<file path="config.mk">
export PLATFORM = sky130hd
export DESIGN_NAME = evt_snap_bank
export DESIGN_NICKNAME = d
export VERILOG_FILES = /design/src/rtl/snap_pkg.sv /design/src/rtl/snap_addr_dec.sv /design/src/rtl/snap_grp_ctr.sv /design/src/rtl/evt_snap_bank.sv
export SDC_FILE = /design/constraint.sdc
export NUM_CORES = 2
export LEC_CHECK = 0
export ABC_AREA = 1
export CAP_MARGIN = 15
export CORE_UTILIZATION = 50
export DETAILED_ROUTE_END_ITERATION = 10
export PLACE_DENSITY = 0.72
export SYNTH_ARGS = -nofsm -noshare
export SYNTH_HDL_FRONTEND = slang
export SYNTH_SLANG_ARGS = --single-unit
export TNS_END_PERCENT = 100
</file>
<file path="constraint.sdc">
create_clock -name clk -period 5.5 [get_ports clk]
set_input_delay 0.825 -clock clk [delete_from_list [all_inputs] [get_ports clk]]
set_output_delay 0.825 -clock clk [all_outputs]
set_load 0.005 [all_outputs]
</file>
<file path="src/rtl/snap_pkg.sv">
// Package: shared constants and types for the snapshot counter bank.
// Assumes a byte-wide host port and counters exactly two bytes wide.
package snap_pkg;
    localparam int BYTE_W = 8;
    localparam int CNT_W  = 2 * BYTE_W;

    typedef logic [BYTE_W-1:0] byte_t;
    typedef logic [CNT_W-1:0]  cnt_t;

    // Which value a group's registers present to the host.
    typedef enum logic {
        VIEW_LIVE = 1'b0,
        VIEW_HOLD = 1'b1
    } view_e;
endpackage

</file>
<file path="src/rtl/snap_addr_dec.sv">
// Module: snap_addr_dec
// Turns a byte address into one-hot low and high register selects per group.
// Groups sit in blocks of GRP_PER_BLK. Each block is BLK_STRIDE apart and
// inside a block the groups are two bytes apart. Assumes the map has no overlaps.
module snap_addr_dec #(
    parameter int NUM_GROUPS  = 16,
    parameter int ADDR_W      = 12,
    parameter int BASE_ADDR   = 'h450,
    parameter int BLK_STRIDE  = 'h100,
    parameter int GRP_PER_BLK = 4
) (
    input  logic [ADDR_W-1:0]     addr,
    output logic [NUM_GROUPS-1:0] sel_lo,
    output logic [NUM_GROUPS-1:0] sel_hi
);
    // One comparator pair per group, addresses computed from the map parameters.
    for (genvar g = 0; g < NUM_GROUPS; g++) begin : g_cmp
        localparam int LO_I = BASE_ADDR + (g / GRP_PER_BLK) * BLK_STRIDE
                              + (g % GRP_PER_BLK) * 2;
        localparam logic [ADDR_W-1:0] LO_A = ADDR_W'(LO_I);
        localparam logic [ADDR_W-1:0] HI_A = ADDR_W'(LO_I + 1);
        assign sel_lo[g] = (addr == LO_A);
        assign sel_hi[g] = (addr == HI_A);
    end
endmodule

</file>
<file path="src/rtl/snap_grp_ctr.sv">
// Module: snap_grp_ctr
// One group: a saturating event counter, its snapshot holding register,
// the view mode and the high-byte shadow used for live reads.
// Assumes the decoded strobes from the top are mutually exclusive per clock.
module snap_grp_ctr
    import snap_pkg::*;
(
    input  logic  clk,
    input  logic  rst_n,
    input  logic  inc,
    input  logic  snap_req,
    input  logic  live_req,
    input  logic  rd_lo,
    input  logic  rd_hi,
    output byte_t rd_byte
);
    localparam cnt_t CNT_MAX = '1;

    cnt_t  cnt_q;
    cnt_t  hold_q;
    byte_t shadow_q;
    view_e view_q;

    // Live counter: clear-or-restart on snapshot, otherwise saturating count.
    always_ff @(posedge clk) begin
        if (!rst_n)                        cnt_q <= '0;
        else if (snap_req)                 cnt_q <= {{(CNT_W-1){1'b0}}, inc};
        else if (inc && cnt_q != CNT_MAX)  cnt_q <= cnt_q + 1'b1;
    end

    // Holding register: takes the pre-clear count on each snapshot.
    always_ff @(posedge clk) begin
        if (!rst_n)        hold_q <= '0;
        else if (snap_req) hold_q <= cnt_q;
    end

    // View mode: snapshot selects the held value, the live command the counter.
    always_ff @(posedge clk) begin
        if (!rst_n)        view_q <= VIEW_LIVE;
        else if (snap_req) view_q <= VIEW_HOLD;
        else if (live_req) view_q <= VIEW_LIVE;
    end

    // Shadow: a live low-byte read freezes the matching high byte.
    always_ff @(posedge clk) begin
        if (!rst_n)                           shadow_q <= '0;
        else if (rd_lo && view_q == VIEW_LIVE) shadow_q <= cnt_q[CNT_W-1:BYTE_W];
    end

    // Byte presented for a read of this group, by view and half.
    always_comb begin
        if (view_q == VIEW_HOLD) rd_byte = rd_hi ? hold_q[CNT_W-1:BYTE_W] : hold_q[BYTE_W-1:0];
        else                     rd_byte = rd_hi ? shadow_q : cnt_q[BYTE_W-1:0];
    end

    // an unblocked strobe advances the count by exactly one.
    a_r2_single_step: assert property (@(posedge clk) disable iff (!rst_n)
        (inc && !snap_req && cnt_q != CNT_MAX) |=> (cnt_q == $past(cnt_q) + 1'b1));

    // a full counter stays full.
    a_r3_no_wrap: assert property (@(posedge clk) disable iff (!rst_n)
        (cnt_q == CNT_MAX && !snap_req) |=> (cnt_q == CNT_MAX));

    // the snapshot keeps the pre-clear count.
    a_r5_hold_capture: assert property (@(posedge clk) disable iff (!rst_n)
        snap_req |=> (hold_q == $past(cnt_q) && view_q == VIEW_HOLD));

    // after a snapshot the counter is 0, or 1 when a strobe coincided.
    a_r6_restart: assert property (@(posedge clk) disable iff (!rst_n)
        snap_req |=> (cnt_q == {{(CNT_W-1){1'b0}}, $past(inc)}));

    // the live command restores live view.
    a_r7_live_view: assert property (@(posedge clk) disable iff (!rst_n)
        (live_req && !snap_req) |=> (view_q == VIEW_LIVE));

    // with no snapshot the holding register does not move.
    a_r5_hold_stable: assert property (@(posedge clk) disable iff (!rst_n)
        !snap_req |=> $stable(hold_q));
endmodule

</file>
<file path="src/rtl/evt_snap_bank.sv">
// Module: evt_snap_bank (top)
// Bank of per-group snapshot-and-clear event counters behind an 8-bit
// synchronous register port. Decodes commands to each group's base address
// and registers the read data. Assumes at most one of bus_rd/bus_wr per clock.
module evt_snap_bank
    import snap_pkg::*;
#(
    parameter int NUM_GROUPS  = 16,
    parameter int ADDR_W      = 12,
    parameter int BASE_ADDR   = 'h450,
    parameter int BLK_STRIDE  = 'h100,
    parameter int GRP_PER_BLK = 4,
    parameter int CMD_SNAP    = 'h01,
    parameter int CMD_LIVE    = 'h00
) (
    input  logic                  clk,
    input  logic                  rst_n,
    input  logic [NUM_GROUPS-1:0] evt_inc,
    input  logic [ADDR_W-1:0]     bus_addr,
    input  logic                  bus_wr,
    input  logic [BYTE_W-1:0]     bus_wdata,
    input  logic                  bus_rd,
    output logic [BYTE_W-1:0]     bus_rdata
);
    localparam byte_t SNAP_CODE = BYTE_W'(CMD_SNAP);
    localparam byte_t LIVE_CODE = BYTE_W'(CMD_LIVE);

    logic [NUM_GROUPS-1:0] sel_lo, sel_hi;
    logic [NUM_GROUPS-1:0] snap_req, live_req, rd_lo, rd_hi;
    byte_t                 grp_byte [NUM_GROUPS];
    byte_t                 rd_mux;
    byte_t                 rdata_q;

    snap_addr_dec #(
        .NUM_GROUPS (NUM_GROUPS),
        .ADDR_W     (ADDR_W),
        .BASE_ADDR  (BASE_ADDR),
        .BLK_STRIDE (BLK_STRIDE),
        .GRP_PER_BLK(GRP_PER_BLK)
    ) u_dec (
        .addr  (bus_addr),
        .sel_lo(sel_lo),
        .sel_hi(sel_hi)
    );

    // Per-group strobes and counter instances.
    for (genvar g = 0; g < NUM_GROUPS; g++) begin : g_grp
        assign snap_req[g] = bus_wr && sel_lo[g] && (bus_wdata == SNAP_CODE);
        assign live_req[g] = bus_wr && sel_lo[g] && (bus_wdata == LIVE_CODE);
        assign rd_lo[g]    = bus_rd && sel_lo[g];
        assign rd_hi[g]    = bus_rd && sel_hi[g];

        snap_grp_ctr u_ctr (
            .clk     (clk),
            .rst_n   (rst_n),
            .inc     (evt_inc[g]),
            .snap_req(snap_req[g]),
            .live_req(live_req[g]),
            .rd_lo   (rd_lo[g]),
            .rd_hi   (rd_hi[g]),
            .rd_byte (grp_byte[g])
        );
    end

    // Read mux: OR of the selected group's byte, zero when nothing matches.
    always_comb begin
        rd_mux = '0;
        for (int g = 0; g < NUM_GROUPS; g++) begin
            if (rd_lo[g] || rd_hi[g]) rd_mux = rd_mux | grp_byte[g];
        end
    end

    // Read data register: one clock of latency, zero between reads.
    always_ff @(posedge clk) begin
        if (!rst_n) rdata_q <= '0;
        else        rdata_q <= rd_mux;
    end

    assign bus_rdata = rdata_q;

    // without a mapped read the bus returns zero next clock.
    a_r10_idle_zero: assert property (@(posedge clk) disable iff (!rst_n)
        !(|rd_lo || |rd_hi) |=> (bus_rdata == '0));

    // an address selects at most one register.
    a_r4_single_select: assert property (@(posedge clk) disable iff (!rst_n)
        $onehot0({sel_lo, sel_hi}));

    // a write to a high-byte address issues no command.
    a_r9_hi_write_noop: assert property (@(posedge clk) disable iff (!rst_n)
        (bus_wr && |sel_hi) |-> (snap_req == '0 && live_req == '0));
endmodule

</file>
==> qor.txt <==
====================================================================================
Synthesized instance count                                                     5,026
Grt total ovfl                                                                     0
Worst hold-check path type                                              flip-flop to flip-flop
Final worst-path cycle share                                                  0.6255
Number of iterations in the first detailed-routing pass                            6
Largest net degree at the start of global routing                                108
Async set-reset flop share out of synthesis                                        0
Hold buffer count at cts                                                           0
Combined area of all synthesized cells                                   0.03294 mm²
Number of global-route vias before repair                                     28,860
Final critical path time including I/O delays and setup                     3.440 ns
Core region area                                                         0.06481 mm²
Critical path endpoint                                                  bus_rdata[1]
Drt wl/cell                                                                 15.88 µm
Beginning of the worst register-to-register path                        g_grp[11].u_ctr.cnt_q[0]
Main area contributors after synthesis                                  sky130_fd_sc_hd__dfxtp_1 40%, sky130_fd_sc_hd__nand2_1 12%, sky130_fd_sc_hd__nand3_1 9.6%, sky130_fd_sc_hd__a21oi_1 9.0%, sky130_fd_sc_hd__inv_1 8.2%
Most used DFF post-synth                                                sky130_fd_sc_hd__dfxtp_1
CTS HTree Levels                                                                   3
Critical Path Start                                                     bus_addr[10]
Horizontal extent of the die                                                258.7 µm
Final hold violation count                                                         0
Drt first-iter violations                                                      3,140
Unrepaired setup endpoints after global routing                                false
Total power                                                                 10.23 mW
Post-DRT Antenna Nets                                                              0
Clock-pin slew on the worst setup and hold paths                             0.06 ns
Max-Slew Margin vs Limit                                                      0.3136
Final Core Density                                                            0.5621
Port Buffer Count                                                                 47
DRT Wirelength                                                             93,530 µm
Register-to-Register Path Depth                                                   11
Area growth, synth to finish                                                  10.60%
Stage delay of the slowest cell on the critical path                         0.53 ns
Setup Fix Bufs, Post-CTS                                                           0
Total nets after synthesis                                                     5,082
Proportion of layout cells with a drive suffix above 1                       0.04629
Portion of the post-synthesis area used by sequential elements                0.4035
Critical path start-end classification                                  input pin to flip-flop
DR vias                                                                       32,130
GR Util All Layers                                                            0.2768
Capturing point of the worst reg2reg path                               g_grp[11].u_ctr.cnt_q[13]
Area leader, netlist                                                    sky130_fd_sc_hd__dfxtp_1
Number of antenna violations at the first check in global routing                  1
CP max stage cell                                                       sky130_fd_sc_hd__nor2_4
Number of nets in the final layout                                             5,034
Total clock buffers created by CTS                                                73
Dominant cell type by count on the critical path                        sky130_fd_sc_hd__nand2_1
Status                                                                  finished, final reports clean
Leakage power figure                                                        14.61 nW
Average cell area after synthesis                                          6.554 µm²
CTS tree                                                                        done
Critical Path, Cell by Cell                                             clkdlybuf4s50_1, inv_1, nor2_1, nand2_1, nor2_4, buf_4, nand2_1, nand2_1, nand2_1, nand2_1, nor2_1, nand2_1, nor2_1, nor2_1
Least setup slack across all paths after layout                             2.060 ns
DRC                                                                                0
Ant diodes                                                                         0
Dominant cell by count in the synthesized netlist                       sky130_fd_sc_hd__nand2_1
Top-level port count                                                              48
Maximum resistive drop on vdd                                            0.0001914 V
Worst-Skew Late Latency                                                      0.63 ns
EDFF count, synth                                                                  0
CTS root buffer                                                         sky130_fd_sc_hd__clkbuf_16
Placed wire-length estimate after detailed placement                       65,900 µm
Achievable Freq                                                           0.2907 GHz
Maximum buffer depth of the clock tree                                             3
Critical path data arrival time                                              3.99 ns
Capturing element type of the critical path                                flip-flop
Sink count of the clock tree                                                     664
Critical path startpoint category                                          input pin
Weighted congestion at the end of routability-driven global placement         0.9475
Number of synthesized register bits                                              664
Die ar.                                                                  0.06691 mm²
Post-route setup TNS                                                            0 ns
Ratio of total power to cell area                                       280.7 mW/mm²
Yosys top cell area share                                                     0.4035
R2r setup slk                                                                3.08 ns
Highest fanout seen on the critical path                                          24
Number of instances resized during post-cts repair                                 0
Post-route clock skew                                                     0.02543 ns
Actual transition at the worst max-transition pin                           1.022 ns
Max-Cap Viols                                                                      0
Rows                                                                              93
Final setup violating endpoints                                                    0
Slew Viols, Final                                                                  0
Warnings from Yosys                                                                0
Height of the die                                                           258.7 µm
Leading cell types by count after synthesis                             1,092 x sky130_fd_sc_hd__nand2_1, 722 x sky130_fd_sc_hd__inv_1, 664 x sky130_fd_sc_hd__dfxtp_1
Wire length of the first global-routing pass                              151,400 µm
Worst path required time                                                     6.05 ns
Post-detailed-route via-to-cell ratio                                          5.455
Pre-CTS setup slack                                                         1.517 ns
Number of different library cells in the post-synthesis netlist                   36
Initial standard-cell utilization of the core                                 0.5082
====================================================================================
## worst min-delay path by stage
stage / from / end / cells after the start
4_1_cts: g_grp[9].u_ctr.shadow_q[7] / g_grp[9].u_ctr.shadow_q[7] / 2
3_3_place_gp: g_grp[9].u_ctr.shadow_q[3] / g_grp[9].u_ctr.shadow_q[3] / 2
6_report: g_grp[10].u_ctr.hold_q[6] / g_grp[10].u_ctr.hold_q[6] / 2
2_1_floorplan: g_grp[0].u_ctr.hold_q[0] / g_grp[0].u_ctr.hold_q[0] / 2
3_5_place_dp: g_grp[9].u_ctr.shadow_q[7] / g_grp[9].u_ctr.shadow_q[7] / 2
5_1_grt: g_grp[7].u_ctr.shadow_q[0] / g_grp[7].u_ctr.shadow_q[0] / 2
## critical path: cells and delay by family
kind | cells | cell delay, ns
AND/OR/NAND/NOR | 11 | 2.29
buffers and inverters | 3 | 0.85
## cells by family (layout without fill, tap and decap cells)
kind of cell / Yosys count / count (layout) / synth area share
simple gates: 2164 / 2164 / 0.2863
compound gates: 1175 / 1175 / 0.1808
buf+inv: 977 / 985 / 0.1152
flops: 664 / 664 / 0.4035
xor+xnor: 29 / 29 / 0.007711
fa+ha+maj: 16 / 16 / 0.006077
mux: 1 / 1 / 0.0003039
## metrics by stage
stage	hold WS (ns)	instance area, µm²	std cells
3_3_place_gp	0.4374	33980	5757
6_report	0.4516	36430	5889
3_5_place_dp	0.4431	33980	5757
4_1_cts	0.4517	36420	5888
2_1_floorplan	0.4297	32940	5026
5_1_grt	0.4637	36430	5889
## flip-flops by register name, summed over array words and instances (netlist names)
register and cells:
g_grp.u_ctr.cnt_q 256, g_grp.u_ctr.hold_q 256, g_grp.u_ctr.view_q 16, bus_rdata 8, g_grp.u_ctr.shadow_q 128
## final cells by class
type | instances | area (µm²)
Clock inverter | 16 | 175.2
Tap cell | 855 | 1070
Sequential cell | 664 | 13290
Timing Repair Buffer | 102 | 900.9
Fill cell | 6324 | 28380
Inverter | 752 | 2823
Clock buffer | 115 | 2270
Multi-Input combinational cell | 3385 | 15900
## per-layer routing
| layer | global-route usage | up-vias | routed length (µm) |
|---|---|---|---|
| met5 | 0 | - | 14 |
| met4 | 0.08728 | 2 | 2617 |
| met3 | 0.04040 | 169 | 5945 |
| met2 | 0.4394 | 950 | 41750 |
| met1 | 0.3860 | 14720 | 43210 |
| li1 | - | 16280 | - |
## power by group
group          switching, mW  leakage [nW]  internal [mW]
combinational          0.251          8.05          0.114
clock                   2.03          1.20           2.97
sequential            0.0263          5.35           4.83
total                   2.31          14.6           7.92
## placed cells by master, fill, tap and decap left out, types with 20 or more instances in the layout
cell type	count
sky130_fd_sc_hd__a21oi_1	594
sky130_fd_sc_hd__buf_4	53
sky130_fd_sc_hd__clkbuf_16	77
sky130_fd_sc_hd__clkbuf_8	20
sky130_fd_sc_hd__clkdlybuf4s50_1	46
sky130_fd_sc_hd__dfxtp_1	664
sky130_fd_sc_hd__inv_1	722
sky130_fd_sc_hd__nand2_1	1092
sky130_fd_sc_hd__nand3_1	631
sky130_fd_sc_hd__nand4_1	41
sky130_fd_sc_hd__nor2_1	236
sky130_fd_sc_hd__nor3_1	81
sky130_fd_sc_hd__o21ai_0	524
sky130_fd_sc_hd__or2_2	21
sky130_fd_sc_hd__xor2_1	26
Note: power is estimated with default switching activity, not from simulation.
